==> config.mk <==
export PLATFORM = sky130hd
export DESIGN_NAME = mcd_div_top
export DESIGN_NICKNAME = d
export VERILOG_FILES = /design/src/rtl/mcd_pkg.sv /design/src/rtl/mcd_reg.sv /design/src/rtl/mcd_gen.sv /design/src/rtl/mcd_div_top.sv
export SDC_FILE = /design/constraint.sdc
export NUM_CORES = 1
export LEC_CHECK = 0
export ABC_CLOCK_PERIOD_IN_PS = 2400
export CORE_MARGIN = 8
export CORE_UTILIZATION = 51
export DETAILED_ROUTE_END_ITERATION = 7
export PLACE_DENSITY = 0.85
export SYNTH_ARGS = -nofsm -noshare
export SYNTH_HDL_FRONTEND = slang
export SYNTH_SLANG_ARGS = --single-unit
==> constraint.sdc <==
create_clock -name clk_i -period 2.4 [get_ports clk_i]
set_clock_uncertainty 0.1 [all_clocks]
set_input_delay 0.24 -clock clk_i [delete_from_list [all_inputs] [get_ports clk_i]]
set_output_delay 0.24 -clock clk_i [all_outputs]
set_load 0.01 [all_outputs]
==> src/rtl/mcd_pkg.sv <==
`timescale 1ns/1ps
package mcd_pkg;
    localparam int CODE_W = 5;
    localparam int REG_W  = 8;
    localparam int CNT_W  = 5;

    localparam logic [CODE_W-1:0] CODE_DFLT = 5'b01000;

    typedef struct packed {
        logic             bypass;
        logic [CNT_W-1:0] ratio;
        logic [CNT_W-1:0] high;
    } div_cfg_t;

    function automatic logic code_legal(input logic [CODE_W-1:0] c);
        case (c)
            5'b10010, 5'b00010, 5'b00011, 5'b00100, 5'b00110,
            5'b01000, 5'b01010, 5'b01100, 5'b01110, 5'b00000: code_legal = 1'b1;
            default:                                           code_legal = 1'b0;
        endcase
    endfunction

    function automatic div_cfg_t code_cfg(input logic [CODE_W-1:0] c);
        div_cfg_t r;
        r.bypass = 1'b0;
        case (c)
            5'b10010: begin r.bypass = 1'b1; r.ratio = 5'd1; end
            5'b00010: r.ratio = 5'd2;
            5'b00011: r.ratio = 5'd3;
            5'b00100: r.ratio = 5'd4;
            5'b00110: r.ratio = 5'd6;
            5'b01010: r.ratio = 5'd10;
            5'b01100: r.ratio = 5'd12;
            5'b01110: r.ratio = 5'd14;
            5'b00000: r.ratio = 5'd16;
            default:  r.ratio = 5'd8;
        endcase
        if (r.ratio == 5'd3 || r.ratio == 5'd1) r.high = 5'd1;
        else                                     r.high = r.ratio >> 1;
        return r;
    endfunction
endpackage

==> src/rtl/mcd_reg.sv <==
`timescale 1ns/1ps
module mcd_reg
    import mcd_pkg::*;
#(
    parameter logic [CODE_W-1:0] RST_CODE = CODE_DFLT
) (
    input  logic              clk_i,
    input  logic              rst_ni,
    input  logic              wr_en_i,
    input  logic [CODE_W-1:0] wr_code_i,
    input  logic              prot_en_i,
    input  logic              force_i,
    output logic [CODE_W-1:0] code_o
);
    typedef struct packed {
        logic [CODE_W-1:0] code;
    } reg_st_t;

    reg_st_t st_d, st_q;
    logic    wr_ok;

    always_comb begin
        st_d  = st_q;
        wr_ok = wr_en_i && prot_en_i && code_legal(wr_code_i);
        if (force_i)    st_d.code = RST_CODE;
        else if (wr_ok) st_d.code = wr_code_i;
    end

    always_ff @(posedge clk_i or negedge rst_ni) begin
        if (!rst_ni) st_q.code <= RST_CODE;
        else         st_q      <= st_d;
    end

    assign code_o = st_q.code;
endmodule

==> src/rtl/mcd_gen.sv <==
`timescale 1ns/1ps
module mcd_gen
    import mcd_pkg::*;
#(
    parameter logic [CODE_W-1:0] RST_CODE = CODE_DFLT
) (
    input  logic             clk_i,
    input  logic             rst_ni,
    input  div_cfg_t         cfg_i,
    output logic             phase_o,
    output logic             bypass_o,
    output logic [CNT_W-1:0] cnt_o,
    output logic [CNT_W-1:0] ratio_o
);
    typedef struct packed {
        logic [CNT_W-1:0] cnt;
        div_cfg_t         act;
        logic             phase;
    } gen_st_t;

    gen_st_t          st_d, st_q;
    logic             at_end;
    logic [CNT_W-1:0] cnt_inc;

    always_comb begin
        st_d    = st_q;
        at_end  = (st_q.cnt == st_q.act.ratio - 1'b1);
        cnt_inc = st_q.cnt + 1'b1;
        if (at_end) begin
            st_d.act   = cfg_i;
            st_d.cnt   = '0;
            st_d.phase = 1'b1;
        end else begin
            st_d.cnt   = cnt_inc;
            st_d.phase = (cnt_inc < st_q.act.high);
        end
    end

    always_ff @(posedge clk_i or negedge rst_ni) begin
        if (!rst_ni) begin
            st_q.cnt   <= '0;
            st_q.act   <= code_cfg(RST_CODE);
            st_q.phase <= 1'b1;
        end else begin
            st_q <= st_d;
        end
    end

    assign phase_o  = st_q.phase;
    assign bypass_o = st_q.act.bypass;
    assign cnt_o    = st_q.cnt;
    assign ratio_o  = st_q.act.ratio;
endmodule

==> src/rtl/mcd_div_top.sv <==
`timescale 1ns/1ps
module mcd_div_top
    import mcd_pkg::*;
(
    input  logic             clk_i,
    input  logic             rst_ni,
    input  logic             wr_en_i,
    input  logic [REG_W-1:0] wr_data_i,
    input  logic             prot_en_i,
    input  logic             stop_mode_i,
    input  logic             osc_stop_i,
    output logic [REG_W-1:0] rd_data_o,
    output logic             clk_div_o
);
    logic [CODE_W-1:0] code_q;
    div_cfg_t          cfg_sel;
    logic              phase_q;
    logic              byp_q;
    logic [CNT_W-1:0]  cnt_q;
    logic [CNT_W-1:0]  act_ratio;
    logic              force_fb;
    logic              hi_bits_unused;

    assign force_fb       = stop_mode_i | osc_stop_i;
    assign hi_bits_unused = ^wr_data_i[REG_W-1:CODE_W];

    mcd_reg #(.RST_CODE(CODE_DFLT)) u_reg (
        .clk_i     (clk_i),
        .rst_ni    (rst_ni),
        .wr_en_i   (wr_en_i),
        .wr_code_i (wr_data_i[CODE_W-1:0]),
        .prot_en_i (prot_en_i),
        .force_i   (force_fb),
        .code_o    (code_q)
    );

    assign cfg_sel = code_cfg(code_q);

    mcd_gen #(.RST_CODE(CODE_DFLT)) u_gen (
        .clk_i    (clk_i),
        .rst_ni   (rst_ni),
        .cfg_i    (cfg_sel),
        .phase_o  (phase_q),
        .bypass_o (byp_q),
        .cnt_o    (cnt_q),
        .ratio_o  (act_ratio)
    );

    assign rd_data_o = {{(REG_W-CODE_W){1'b0}}, code_q};
    assign clk_div_o = byp_q ? clk_i : phase_q;
endmodule

# Word-level counts from Yosys, hierarchy flattened
# Memory sizes are Yosys's and may differ from the RTL's.
# Cells that the tools add are included.
# classes
n_reduce_logical	5
bitwise_logic	1
n_lt_le_gt_ge	1
n_eq_ne	11
n_mux	8
addsub	2
# op_table
operator	count
case mux 5 bit (9 select lines)	1
equality test 5 x 2 -> 1 bit, second input constant	3
equality test 5 x 4 -> 1 bit, second input constant	3
2-to-1 mux 5 bit	3
equality test 5 x 3 -> 1 bit, second input constant	2
adder 5 x 1 -> 5 bit, second input constant	1
equality test 5 x 1 -> 1 bit, second input constant	1
equality test 5 bit	1
equality test 5 bit, second input constant	1
zero test 5 bit	1
< comparator 5 bit	1
subtractor 5 x 1 -> 5 bit, second input constant	1
2-to-1 mux 4 bit	1
2-to-1 mux 1 bit	3
logical AND 1 bit	2
nonzero test 2 bit	1
logical OR 1 bit	1
OR 1 bit	1
# word_totals
mem_count	1
register_bits	22
rom_bits	32
output_inout_bits	9
# memory_table
name	depth	width	read_ports	rd_ports_with_merged_regs	wr	line	text
(name not given)	32	1	1	0	0	mcd_pkg.sv:16	case (c)

# Depth between registers and ports, before layout
# depth
word_depth	5
depth_mapped	7

# Modules after synthesis
# A second synthesis with hierarchy kept.
# unflattened
hier_cells	127
area_unflattened_um2	1410.1
# by_module_without_submodules
mod	seq_area_each_um2	instances	area_per_inst_um2	cells_each
mcd_gen	429.2	1	965.9	78
mcd_reg	126.4	1	276.5	26
mcd_div_top	0.0	1	167.7	23

==> results.rst <==
.. list-table::
   :header-rows: 1

   * - Metric
     - Value
   * - Status
     - finished, final reports clean
   * - Floorplan die area
     - roughly 4200 um2
   * - Total of max-cap violations
     - 0
   * - Cell type with the largest total area after synthesis
     - sky130_fd_sc_hd__dfrtp_1
   * - Top cell by count, worst path
     - sky130_fd_sc_hd__clkbuf_4
   * - Largest cells by area after synthesis
     - sky130_fd_sc_hd__dfrtp_1 (35%), sky130_fd_sc_hd__dfstp_2 (8.6%), sky130_fd_sc_hd__ha_1 (5.1%)
   * - Largest net degree at the start of global routing
     - 22
   * - Final WL
     - 2404 um
   * - Final number of max-transition violations
     - 0
   * - Share of the core filled with cells
     - 0.6504
   * - Leak
     - 0.6445 nW
   * - Final hold violations
     - 0
   * - Violation count after the first detailed-route iteration
     - 16
   * - Finished Cell Area
     - roughly 1500 um2
   * - Floorplan core area
     - 2233 um2
   * - Overall global routing resource usage
     - 0.1286
   * - Initial antenna violation count
     - 0
   * - Worst path buffer plus inverter count
     - 3
   * - Power per standard cell area
     - 536.4 nW/um2
   * - Post-detailed-route wirelength per cell
     - 14.40 um
   * - Count of cell types in the netlist
     - 38
   * - Arrival time at the worst endpoint
     - 1.97 ns
   * - R2R depth
     - 6
   * - Highest-count cells in the layout ignoring fill and taps
     - sky130_fd_sc_hd__dfrtp_1 (17), sky130_fd_sc_hd__clkdlybuf4s50_1 (15), sky130_fd_sc_hd__inv_1 (9)
   * - Setup CP Type
     - clk2out
   * - Max VDD drop
     - 0.0006004 V
   * - Required time at the endpoint of the critical path
     - 2.06 ns
   * - Total DRC errors in the routed layout
     - 0
   * - Main synth FF type
     - sky130_fd_sc_hd__dfrtp_1
   * - Setup slack, reg-to-reg
     - approximately 0.32 ns
   * - Clock tree from TritonCTS
     - yes
   * - Floorplan die height
     - 65.01 um
   * - Count of standard-cell rows
     - 17
   * - Vias
     - 904
   * - Crit Reg-Reg Endpoint
     - u_gen.ratio_o[4]
   * - Worst Hold Class
     - in2async
   * - RSZ-0062 raised after global routing
     - no
   * - Post-Synthesis Cell Area
     - roughly 1200 um2
   * - Yosys reg bits
     - 21
   * - Element type at the critical path end
     - output pin
   * - CP peak stage delay
     - 0.28 ns
   * - Number of global-route vias before repair
     - 970
   * - Number of nets in the final layout
     - 159
   * - Cell breakdown of the critical path
     - clkbuf_4 -> clkbuf_4 -> mux2_2 -> dlygate4sd2_1
   * - Setup total negative slack
     - 0 ns
   * - Top-level port count
     - 23
   * - Die Width
     - 65.01 um
   * - Weighted congestion reported at the end of routability-driven placement
     - 0.8559
   * - Hpwl dp
     - ~1900 um
   * - Number of fillers in the final layout
     - 188
   * - Layout cells sized above 1
     - 0.1655
   * - Layout Area Growth over Synthesis
     - 18.59%
   * - FFs w/ async S/R, synth
     - 1.000
   * - Setup slack of the critical path after layout
     - 0.09220 ns
   * - Yosys warning count
     - 0
   * - Residual antenna-violating net count after detailed routing
     - 0
   * - Clk_lat worst skew
     - 0.42 ns
   * - Initial core utilization
     - 0.5485
   * - Antenna diode instance count
     - 0
   * - Mean instance size in the synthesized netlist
     - between 10 and 15 um2
   * - Critical path's top delay family
     - buffers and inverters
   * - CP max FO
     - 2
   * - Via density per instance
     - 5.413
   * - Cell at the slowest stage of the critical path
     - sky130_fd_sc_hd__dlygate4sd2_1
   * - Final hold slack
     - 0.05101 ns
   * - Seq/Total Area, Yosys
     - 0.4331
   * - Reg2reg start
     - u_gen.ratio_o[0]
   * - Wire length of the first global-routing pass
     - 4188 um
   * - Share of Yosys cell area claimed by the top area cell type
     - 0.3473
   * - Total gr overflow
     - 0
   * - Startpoint types
     - clock port
   * - Setup fix buffers added after clock tree synthesis
     - 0
   * - Setup WS pre-CTS
     - approximately 0.15 ns
   * - Number of flops mapped to enable cells by yosys
     - 0
   * - Quantity of I/O buffers inserted on ports
     - 16
   * - Final setup violating endpoints
     - 0
   * - CTS clk-pin slew, worst paths
     - 0.11 ns
   * - Area of placed instances
     - 1405 um2
   * - Number of standard cells after synthesis
     - 118
   * - 1st-pass router iterations
     - 4
   * - Most common cell after layout, fill and taps aside
     - sky130_fd_sc_hd__dfrtp_1
cells in the mapped netlist, types with 2 or more instances:
cell type and n:
sky130_fd_sc_hd__nand2b_1 2, sky130_fd_sc_hd__mux2i_1 5, sky130_fd_sc_hd__mux2_2 5, sky130_fd_sc_hd__ha_1 5, sky130_fd_sc_hd__or2_2 2, sky130_fd_sc_hd__dfrtp_1 17, sky130_fd_sc_hd__nor2_1 6, sky130_fd_sc_hd__nor2b_1 2
sky130_fd_sc_hd__nand3_1 4, sky130_fd_sc_hd__inv_1 9, sky130_fd_sc_hd__xnor2_1 5, sky130_fd_sc_hd__buf_4 3, sky130_fd_sc_hd__maj3_1 2, sky130_fd_sc_hd__a21oi_1 6, sky130_fd_sc_hd__nand2_1 5, sky130_fd_sc_hd__clkbuf_1 3
sky130_fd_sc_hd__o21ai_0 6, sky130_fd_sc_hd__xor2_1 5, sky130_fd_sc_hd__nor3_1 4, sky130_fd_sc_hd__dfstp_2 4
registers in the layout, summed over array words and instances (netlist names):
name,flops
u_gen.phase_o,1
u_gen.ratio_o,5
u_reg.code_o,5
u_gen.bypass_o,1
u_gen.cnt_o,5
u_gen.st_q,4
kinds of logic after synthesis:
family                     synth area share
adders and majority gates           0.06742
AOI/OAI and AO/OA                    0.1001
xor gates and xnor gates            0.08988
muxes                               0.09601
other                              0.003061
and+or+nand+nor                      0.1461
DFF                                  0.4331
buffers and inverters               0.06435
power breakdown:
group | internal (mW) | switching [mW] | total (mW)
Combinational | 0.0616 | 0.0571 | 0.119
Sequential | 0.381 | 0.0149 | 0.396
Clock | 0.133 | 0.132 | 0.265
Total | 0.575 | 0.204 | 0.779
area by class of cell:
cell class / instances / area [um2] / share of cell area
multi-input combinational: 83 / 623.1 / 0.4289
sequential: 21 / 530.5 / 0.3652
timing repair buffer: 18 / 172.7 / 0.1189
clock buffer: 8 / 57.56 / 0.03962
tap: 28 / 35.03 / 0.02412
inverter: 9 / 33.78 / 0.02326
stage by stage:
step	std cells	power, mW
after floorplan	120	0.4932
after global placement	160	0.5425
after detailed placement	160	0.5485
after CTS	167	0.7867
after global routing	167	0.8214
final	167	0.7793
routing by layer:
layer / vias up / global-route usage / wire [um]
li1: 440 / - / -
met1: 436 / 0.1388 / 1045
met2: 22 / 0.2112 / 1214
met3: 6 / 0.05498 / 112
met4: 0 / 0.06540 / 31
met5: - / 0 / 0
worst max path at each step:
stage	from	to	slack, ns	cells after the start
after global routing	clk_i	clk_div_o	0.07	4
after global placement	clk_i	clk_div_o	0.15	2
final	clk_i	clk_div_o	0.09	4
after CTS	clk_i	clk_div_o	0.07	4
after detailed placement	clk_i	clk_div_o	0.15	2
after floorplan	u_gen.ratio_o[0]	u_gen.ratio_o[2]	0.57	6
worst register-to-register path: stages, from the launching register on:
cell,delay (ns)
sky130_fd_sc_hd__dfrtp_1,0.40
sky130_fd_sc_hd__inv_1,0.08
sky130_fd_sc_hd__ha_1,0.22
sky130_fd_sc_hd__xnor3_1,0.27
sky130_fd_sc_hd__nand3_1,0.13
sky130_fd_sc_hd__nor3_4,0.38
sky130_fd_sc_hd__mux2_2,0.39
timing repair:
item | 4_1_cts | 5_1_grt
hold buffers | 0 | 0
resized for setup | 1 | 0
setup endpoints to repair | 1 | 0
No activity file was read; power rests on OpenSTA's default activity.
